$ cat config.mk
export PLATFORM = sky130hd
export DESIGN_NAME = dual_reg_xcvr
export DESIGN_NICKNAME = d
export VERILOG_FILES = /design/src/rtl/xcvr_pkg.sv /design/src/rtl/xcvr_edge.sv /design/src/rtl/xcvr_lane.sv /design/src/rtl/dual_reg_xcvr.sv
export SDC_FILE = /design/constraint.sdc
export NUM_CORES = 1
export LEC_CHECK = 0
export BUFFER_PORTS_ARGS = -buffer_cell sky130_fd_sc_hd__buf_4
export CAP_MARGIN = 20
export CORE_ASPECT_RATIO = 0.75
export CORE_UTILIZATION = 48
export CTS_CLUSTER_DIAMETER = 40
export DETAILED_ROUTE_END_ITERATION = 6
export PLACE_DENSITY_LB_ADDON = 0.1
export SLEW_MARGIN = 10
export SYNTH_ARGS = -nofsm -noshare
export SYNTH_HDL_FRONTEND = slang
export SYNTH_HIERARCHICAL = 1
export SYNTH_SLANG_ARGS = --single-unit
export TNS_END_PERCENT = 50
$ cat constraint.sdc
create_clock -name clk -period 1.7 [get_ports clk]
set_input_delay 0.085 -clock clk [delete_from_list [all_inputs] [get_ports clk]]
set_output_delay 0.085 -clock clk [all_outputs]
set_load 0.02 [all_outputs]
$ cat src/rtl/xcvr_pkg.sv
package xcvr_pkg;
    typedef enum logic [1:0] {
        SRC_OFF  = 2'd0,
        SRC_LIVE = 2'd1,
        SRC_HELD = 2'd2
    } src_e;
endpackage

$ cat src/rtl/xcvr_edge.sv
module xcvr_edge (
    input  logic clk,
    input  logic rst_n,
    input  logic lvl,
    output logic rise
);
    logic prev_q;

    // prev resets high so a strobe already high at reset release is no edge
    always_ff @(posedge clk or negedge rst_n) begin
        if (!rst_n) prev_q <= 1'b1;
        else        prev_q <= lvl;
    end

    assign rise = lvl & ~prev_q;

    AST_RISE_SINGLE: assert property (@(posedge clk) disable iff (!rst_n)
        rise |=> !rise);
endmodule

$ cat src/rtl/xcvr_lane.sv
module xcvr_lane
    import xcvr_pkg::*;
#(
    parameter int W = 8
) (
    input  logic         clk,
    input  logic         rst_n,
    input  logic [W-1:0] ext_in,
    input  logic [W-1:0] res_in,
    input  logic         cap,
    input  logic         en,
    input  logic         sel,
    output logic [W-1:0] dout,
    output logic         doe
);
    logic         rise;
    logic [W-1:0] store_q;
    logic [W-1:0] live_q;
    src_e         src_q;
    src_e         src_d;

    xcvr_edge u_edge (
        .clk  (clk),
        .rst_n(rst_n),
        .lvl  (cap),
        .rise (rise)
    );

    always_comb begin
        if (!en)     src_d = SRC_OFF;
        else if (sel) src_d = SRC_HELD;
        else         src_d = SRC_LIVE;
    end

    always_ff @(posedge clk or negedge rst_n) begin
        if (!rst_n) begin
            src_q   <= SRC_OFF;
            store_q <= '0;
            live_q  <= '0;
        end else begin
            src_q  <= src_d;
            live_q <= ext_in;
            if (rise) store_q <= res_in;
        end
    end

    always_comb begin
        unique case (src_q)
            SRC_LIVE: begin dout = live_q;  doe = 1'b1; end
            SRC_HELD: begin dout = store_q; doe = 1'b1; end
            default:  begin dout = '0;      doe = 1'b0; end
        endcase
    end

    AST_OE_ON:     assert property (@(posedge clk) disable iff (!rst_n) en |=> doe);
    AST_OE_OFF:    assert property (@(posedge clk) disable iff (!rst_n) !en |=> !doe);
    AST_LIVE_PATH: assert property (@(posedge clk) disable iff (!rst_n)
        (en && !sel) |=> (dout == $past(ext_in)));
    AST_HELD_PATH: assert property (@(posedge clk) disable iff (!rst_n)
        (en && sel) |=> (dout == store_q));
    AST_OFF_ZERO:  assert property (@(posedge clk) disable iff (!rst_n)
        !doe |-> (dout == '0));
    AST_STORE_HOLD: assert property (@(posedge clk) disable iff (!rst_n)
        !cap |=> $stable(store_q));
endmodule

$ cat src/rtl/dual_reg_xcvr.sv
module dual_reg_xcvr #(
    parameter int W = 8
) (
    input  logic         clk,
    input  logic         rst_n,
    input  logic [W-1:0] a_in,
    output logic [W-1:0] a_out,
    output logic         a_oe,
    input  logic [W-1:0] b_in,
    output logic [W-1:0] b_out,
    output logic         b_oe,
    input  logic         cap_a,
    input  logic         cap_b,
    input  logic         en_ab,
    input  logic         en_ba_n,
    input  logic         sel_ab,
    input  logic         sel_ba
);
    logic [W-1:0] a_res;
    logic [W-1:0] b_res;

    // resolved bus values: own drive when enabled, else external input
    assign a_res = a_oe ? a_out : a_in;
    assign b_res = b_oe ? b_out : b_in;

    // A-side word, drives bus B
    xcvr_lane #(.W(W)) u_ab (
        .clk   (clk),
        .rst_n (rst_n),
        .ext_in(a_in),
        .res_in(a_res),
        .cap   (cap_a),
        .en    (en_ab),
        .sel   (sel_ab),
        .dout  (b_out),
        .doe   (b_oe)
    );

    // B-side word, drives bus A
    xcvr_lane #(.W(W)) u_ba (
        .clk   (clk),
        .rst_n (rst_n),
        .ext_in(b_in),
        .res_in(b_res),
        .cap   (cap_b),
        .en    (~en_ba_n),
        .sel   (sel_ba),
        .dout  (a_out),
        .doe   (a_oe)
    );

    AST_A_OE_POL: assert property (@(posedge clk) disable iff (!rst_n)
        en_ba_n |=> !a_oe);
    AST_B_LIVE: assert property (@(posedge clk) disable iff (!rst_n)
        (en_ab && !sel_ab) |=> (b_out == $past(a_in)));
    AST_A_LIVE: assert property (@(posedge clk) disable iff (!rst_n)
        (!en_ba_n && !sel_ba) |=> (a_out == $past(b_in)));
endmodule

==> results.txt, run 1 <==
status - complete, no violations
ANT nets after route - 0
GP Congestion - 0.738
worst-skew pair later-pin latency - 0.29 ns
Starting Density - 52.8%
Tcrit/Tclk final - 98.1%
initial antenna violation count - 0
Row Count - 18
Die Width - 73.1 um
Crit. End Element - output pin
endpoints failing setup - 0
worst setup margin - 0.0330 ns
MaxCap Viol Count - 0
fmax - 600 MHz
slowest cell on the critical path - dfrtp_1
# Post-CTS Setup Buffers - 0
post-place instance area - 2160 um^2
worst-path fanout max - 8
Critical Path RT - 1.62 ns
WP data arrival - 1.58 ns
syn nets - 157
overall power - 2.23 mW
worst path cell trace - ha_2, a22oi_1, nor2_4, buf_4, buf_4
first-pass GRT wire length - 6680 um
GR Util All Layers - 22.8%
Ports - 42
H-tree levels - 2
Max Buffers Root-to-Sink - 2
pin count of the biggest net entering global routing - 39
sequential area share after synthesis - 52.4%
initial drt markers - 83
Syn Inst Count - 129
clock skew - 0.00361 ns
CP Launch Type - flip-flop
Num CTS Buffers - 5
Hold WC Path Type - in -> reg
Pre-antenna DRT Iters - 4
CTS tree - built
synth warn - 6
number of diodes - 0
worst slew pin tran - 0.477 ns
Synth Area per Inst - 14.1 um^2
VDD IR max - 681 uV
fin nets - 221
Clock Sinks - 38
Netlist cell types - 12
wire length per cell - 17.4 um
Seq cells post-synth - 38
Multi-input gate area - 796 um^2
leakage power total - 1.22 nW
Area Growth Syn to Fin - 40.7%
DRC errors left - 0
Setup TNS Final - 0 ns
height of the die - 55.3 um
Final Hold Viols - 0
Core ar. - 3450 um^2
most used cell, CP - buf_4
Root Buffer - clkbuf_8
CTS clk-pin slew, worst paths - 0.07 ns
via/cell ratio - 5.13
Slew Limit Fails - 0
RSZ-0062 raised after global routing - yes
Filler cells - 231
share of cells above drive strength 1 - 50.5%
final WL - 4240 um
via count - 1252
Pwr per Cell Area - 870 nW/um^2
Register Area - 953 um^2
design area - 2560 um^2
GR Overflow Total - 0
Worst path max stage delay - 0.39 ns
fin crit period - 1.67 ns
Syn Std Cell Area - 1820 um^2
post-DP HPWL - 2730 um
via count of the first global-routing pass - 1374
IO buf count - 41
DIE AREA - 4040 um^2
pre-CTS WS - -0.0369 ns
CP Class - reg -> out
Max-slew headroom - 68.2%
-- cell type report --
type	count	share of cell area, %
well taps	50	2.45
multi-input cells	74	31.1
inverters	7	2.54
clock buffers	7	3.38
flip-flops and latches	38	37.3
clock inverters	1	0.196
repair buffers	67	23.0
-- cell usage after synthesis --
| cell | instances | area, um^2 |
|---|---|---|
| a22oi_1 | 16 | 120 |
| and2_1 | 2 | 12.5 |
| buf_2 | 6 | 30.0 |
| buf_6 | 4 | 45.0 |
| dfrtp_1 | 36 | 901 |
| dfstp_2 | 2 | 52.6 |
| ha_1 | 4 | 50.1 |
| inv_1 | 7 | 26.3 |
| mux2_4 | 32 | 480 |
| nor2_1 | 16 | 60.1 |
| nor2b_1 | 2 | 12.5 |
| nor2b_4 | 2 | 27.5 |
-- routing by layer --
metal	GRT usage (%)	vias to the layer above	share of wire (%)
met5	0	-	0
met1	28.9	648	45
met2	37.3	30	49
met3	5.84	6	3.7
met4	8.96	0	1.7
li1	-	568	-
-- logic make-up after synthesis --
family	Yosys count	synth area share, %
mux	32	26.4
compound gates	16	6.61
flops	38	52.4
simple gates	22	6.19
fa+ha+maj	4	2.75
buf+inv	17	5.57
-- path summary, 6_finish.rpt --
check | start | end | slack (ns) | cells past startpoint
max in group asynchronous | rst_n | u_ba/u_edge/prev_q | 1.05 | 2
min reg2reg | u_ab/store_q[7] | u_ab/store_q[7] | 0.51 | 1
min | en_ab | u_ab/src_q[1] | 0.01 | 2
min in group asynchronous | rst_n | u_ab/live_q[4] | 0.29 | 2
max reg2reg | u_ba/src_q[0] | u_ab/store_q[7] | 0.05 | 6
max | u_ba/src_q[0] | a_out[6] | 0.03 | 5
-- power by group --
part	switching, mW	internal (mW)	total (mW)
Combinational	0.222	0.321	0.543
Sequential	0.0523	1.00	1.05
Clock	0.302	0.327	0.629
-- worst max-delay path, delay by kind of cell, from the launching register on --
kind / cells / cell delay [ns]
compound gates: 1 / 0.30
fa+ha+maj: 1 / 0.27
buf+inv: 2 / 0.27
flops: 1 / 0.39
simple gates: 1 / 0.06
-- registers in the layout, summed over array words and instances, names as in the netlist --
| name | cells |
|---|---|
| u_ab/live_q | 8 |
| u_ab/src_q | 2 |
| u_ab/store_q | 8 |
| u_ab/u_edge/prev_q | 1 |
| u_ba/live_q | 8 |
| u_ba/src_q | 2 |
| u_ba/store_q | 8 |
| u_ba/u_edge/prev_q | 1 |
-- cells in the final DEF (no fill, tap or decap), drive strengths merged --
master	n
buf	45
dfrtp	36
mux2	32
dlygate4sd3	21
a22oi	16
nor2	16
clkbuf	8
inv	5
ha	4
nor2b	4
clkinv	3
and2	2
dfstp	2
-- repair_timing --
action / CTS / global route
gates resized for setup: 7 / 12
hold endpoints to repair: 56 / 0
gates cloned: 0 / 1
setup endpoints to repair: 25 / 27
hold buffers: 21 / 0
-- stage by stage --
step | util [%] | hold slack [ns] | cells
4_1_cts | 72.0 | 0.00301 | 243
5_1_grt | 74.2 | 0.0184 | 244
3_3_place_gp | 62.7 | 0.0685 | 214
6_report | 74.2 | 0.0114 | 244
2_1_floorplan | - | -0.211 | 129
3_5_place_dp | 62.7 | 0.0748 | 214
No activity file was read; power rests on OpenSTA's default activity.
==> run 2: changes to the inputs <==
--- a/config.mk
+++ b/config.mk
@@ -7,7 +7,7 @@
 export LEC_CHECK = 0
 export BUFFER_PORTS_ARGS = -buffer_cell sky130_fd_sc_hd__buf_4
 export CAP_MARGIN = 20
-export CORE_ASPECT_RATIO = 0.75
+export CORE_ASPECT_RATIO = 2
 export CORE_UTILIZATION = 48
 export CTS_CLUSTER_DIAMETER = 40
 export DETAILED_ROUTE_END_ITERATION = 6
==> run 2 against run 1 <==
Effect of this change:
- clock skew grew 0.0033 ns
- global-route usage shrank 0.53 points
- register-to-register slack is essentially flat
- fmax grew 0.18%
- wire length shrank 8.3%
- via count shrank 4.6%
==> results.txt, run 2 (synthesized netlist as in run 1, its figures left out) <==
ANT nets after route - 0
fin nets - 218
Setup TNS Final - 0 ns
worst reg-to-reg setup slack - 0.04 ns
GP Congestion - 0.745
commonest cells after routing, fill and taps aside - buf_4, dfrtp_1, mux2_4, dlygate4sd3_1, a22oi_1
Critical Path RT - 1.87 ns
WP data arrival - 1.84 ns
CTS clk-pin slew, worst paths - 0.08 ns
pin count of the biggest net entering global routing - 39
GR Util All Layers - 22.3%
Tcrit/Tclk final - 97.9%
VDD IR max - 452 uV
wire length per cell - 16.2 um
share of cells above drive strength 1 - 49.7%
via count of the first global-routing pass - 1324
DRC errors left - 0
Hold WC Path Type - in -> reg
clock skew - 0.00689 ns
Row Count - 31
status - complete, no violations
Filler cells - 290
Pre-antenna DRT Iters - 4
Hold Path Depth - 2
Starting Density - 50.4%
IO buf count - 41
CP Launch Type - flip-flop
RSZ-0062 raised after global routing - yes
number of diodes - 0
Ports - 42
Clock Sinks - 38
worst-skew pair later-pin latency - 0.29 ns
Num CTS Buffers - 5
Crit. End Element - flip-flop
Core ar. - 3610 um^2
R2R cell count - 6
Util after Layout - 69.5%
Pwr per Cell Area - 878 nW/um^2
via/cell ratio - 4.98
Slew Limit Fails - 0
hold path start - en_ab
Die Width - 45.5 um
fmax - 601 MHz
endpoints failing setup - 0
worst r2r dst - u_ab/store_q[0]
Register Area - 953 um^2
commonest non-fill, non-tap cell in the layout - buf_4
Critical R2R Launch - u_ba/src_q[0]
GR Overflow Total - 0
Area Growth Syn to Fin - 38.0%
final WL - 3890 um
leakage power total - 1.20 nW
first-pass GRT wire length - 6350 um
height of the die - 89.0 um
fin crit period - 1.66 ns
MaxCap Viol Count - 0
H-tree levels - 2
Max Buffers Root-to-Sink - 2
initial drt markers - 20
Max-slew headroom - 67.8%
Multi-input gate area - 793 um^2
worst-path fanout max - 9
CP Class - reg -> reg
Root Buffer - clkbuf_8
via count - 1194
initial antenna violation count - 0
CTS tree - built
post-DP HPWL - 2730 um
Final Hold Viols - 0
worst slew pin tran - 0.483 ns
DIE AREA - 4050 um^2
Hold EP - u_ab/src_q[1]
[run 2: cell count changes in the layout (fill, tap and decap cells not counted)]
cell	change
buf_4	-2
a22oi_1	-1
a22oi_2	+1
buf_12	+1
buf_6	-1
clkbuf_16	-1
clkinv_16	-1
clkinv_8	+1
nor2_1	+1
nor2_4	-1
[run 2: cell type report]
class | count | area share (%)
repair buffers | 64 | 22.2
clock inverters | 1 | 0.200
flip-flops and latches | 38 | 38.0
multi-input cells | 74 | 31.6
clock buffers | 7 | 3.44
inverters | 7 | 2.04
well taps | 49 | 2.44
[run 2: report_power, final]
| part | switching [mW] | total, mW | internal [mW] |
|---|---|---|---|
| clock | 0.311 | 0.638 | 0.327 |
| sequential | 0.0549 | 1.06 | 1.00 |
| combinational | 0.200 | 0.509 | 0.308 |
[run 2: metrics by stage]
step | cell area (um^2) | total power [mW] | setup WS (ns) | std cells | hold slack, ns
3_3_place_gp | 2160 | 1.51 | 0.00793 | 211 | 0.0739
6_report | 2510 | 2.20 | 0.0361 | 240 | 0.0238
5_1_grt | 2510 | 2.30 | -0.00265 | 240 | 0.0350
4_1_cts | 2480 | 2.21 | 0.0125 | 240 | 0.0203
2_1_floorplan | 1830 | 1.37 | -0.00248 | 129 | -0.211
3_5_place_dp | 2160 | 1.53 | -0.0479 | 211 | 0.0796
[run 2: critical path, cell delays in order, from the launching register on]
cell and delay, ns:
dfrtp_1 0.36, inv_1 0.05, ha_2 0.33, buf_12 0.14, clkinv_8 0.09, mux2_4 0.31, mux2_4 0.26
[run 2: per-layer routing]
layer	global-route usage, %	routed length, um	part of all wire (%)
met3	4.65	123	3.2
met2	38.6	2200	57
met5	0	0	0
met1	25.5	1510	39
met4	9.64	53	1.4
[run 2: worst max path at each step]
stage                        startpoint         endpoint  cells past startpoint
after floorplan           u_ab/src_q[0]  u_ba/store_q[0]                      7
final                     u_ba/src_q[0]  u_ab/store_q[0]                      6
after detailed placement  u_ba/src_q[0]  u_ab/store_q[0]                      6
after global routing      u_ba/src_q[0]  u_ab/store_q[0]                      6
after CTS                 u_ba/src_q[0]  u_ab/store_q[0]                      6
after global placement    u_ba/src_q[0]  u_ab/store_q[4]                      6
[run 2: repair_timing]
item                                    4_1_cts  5_1_grt
gates resized for setup                       7        7
endpoints found under the hold margin        56        0
buffers inserted                              0        0
hold buffers                                 21        0
endpoints found under the setup margin       19       21
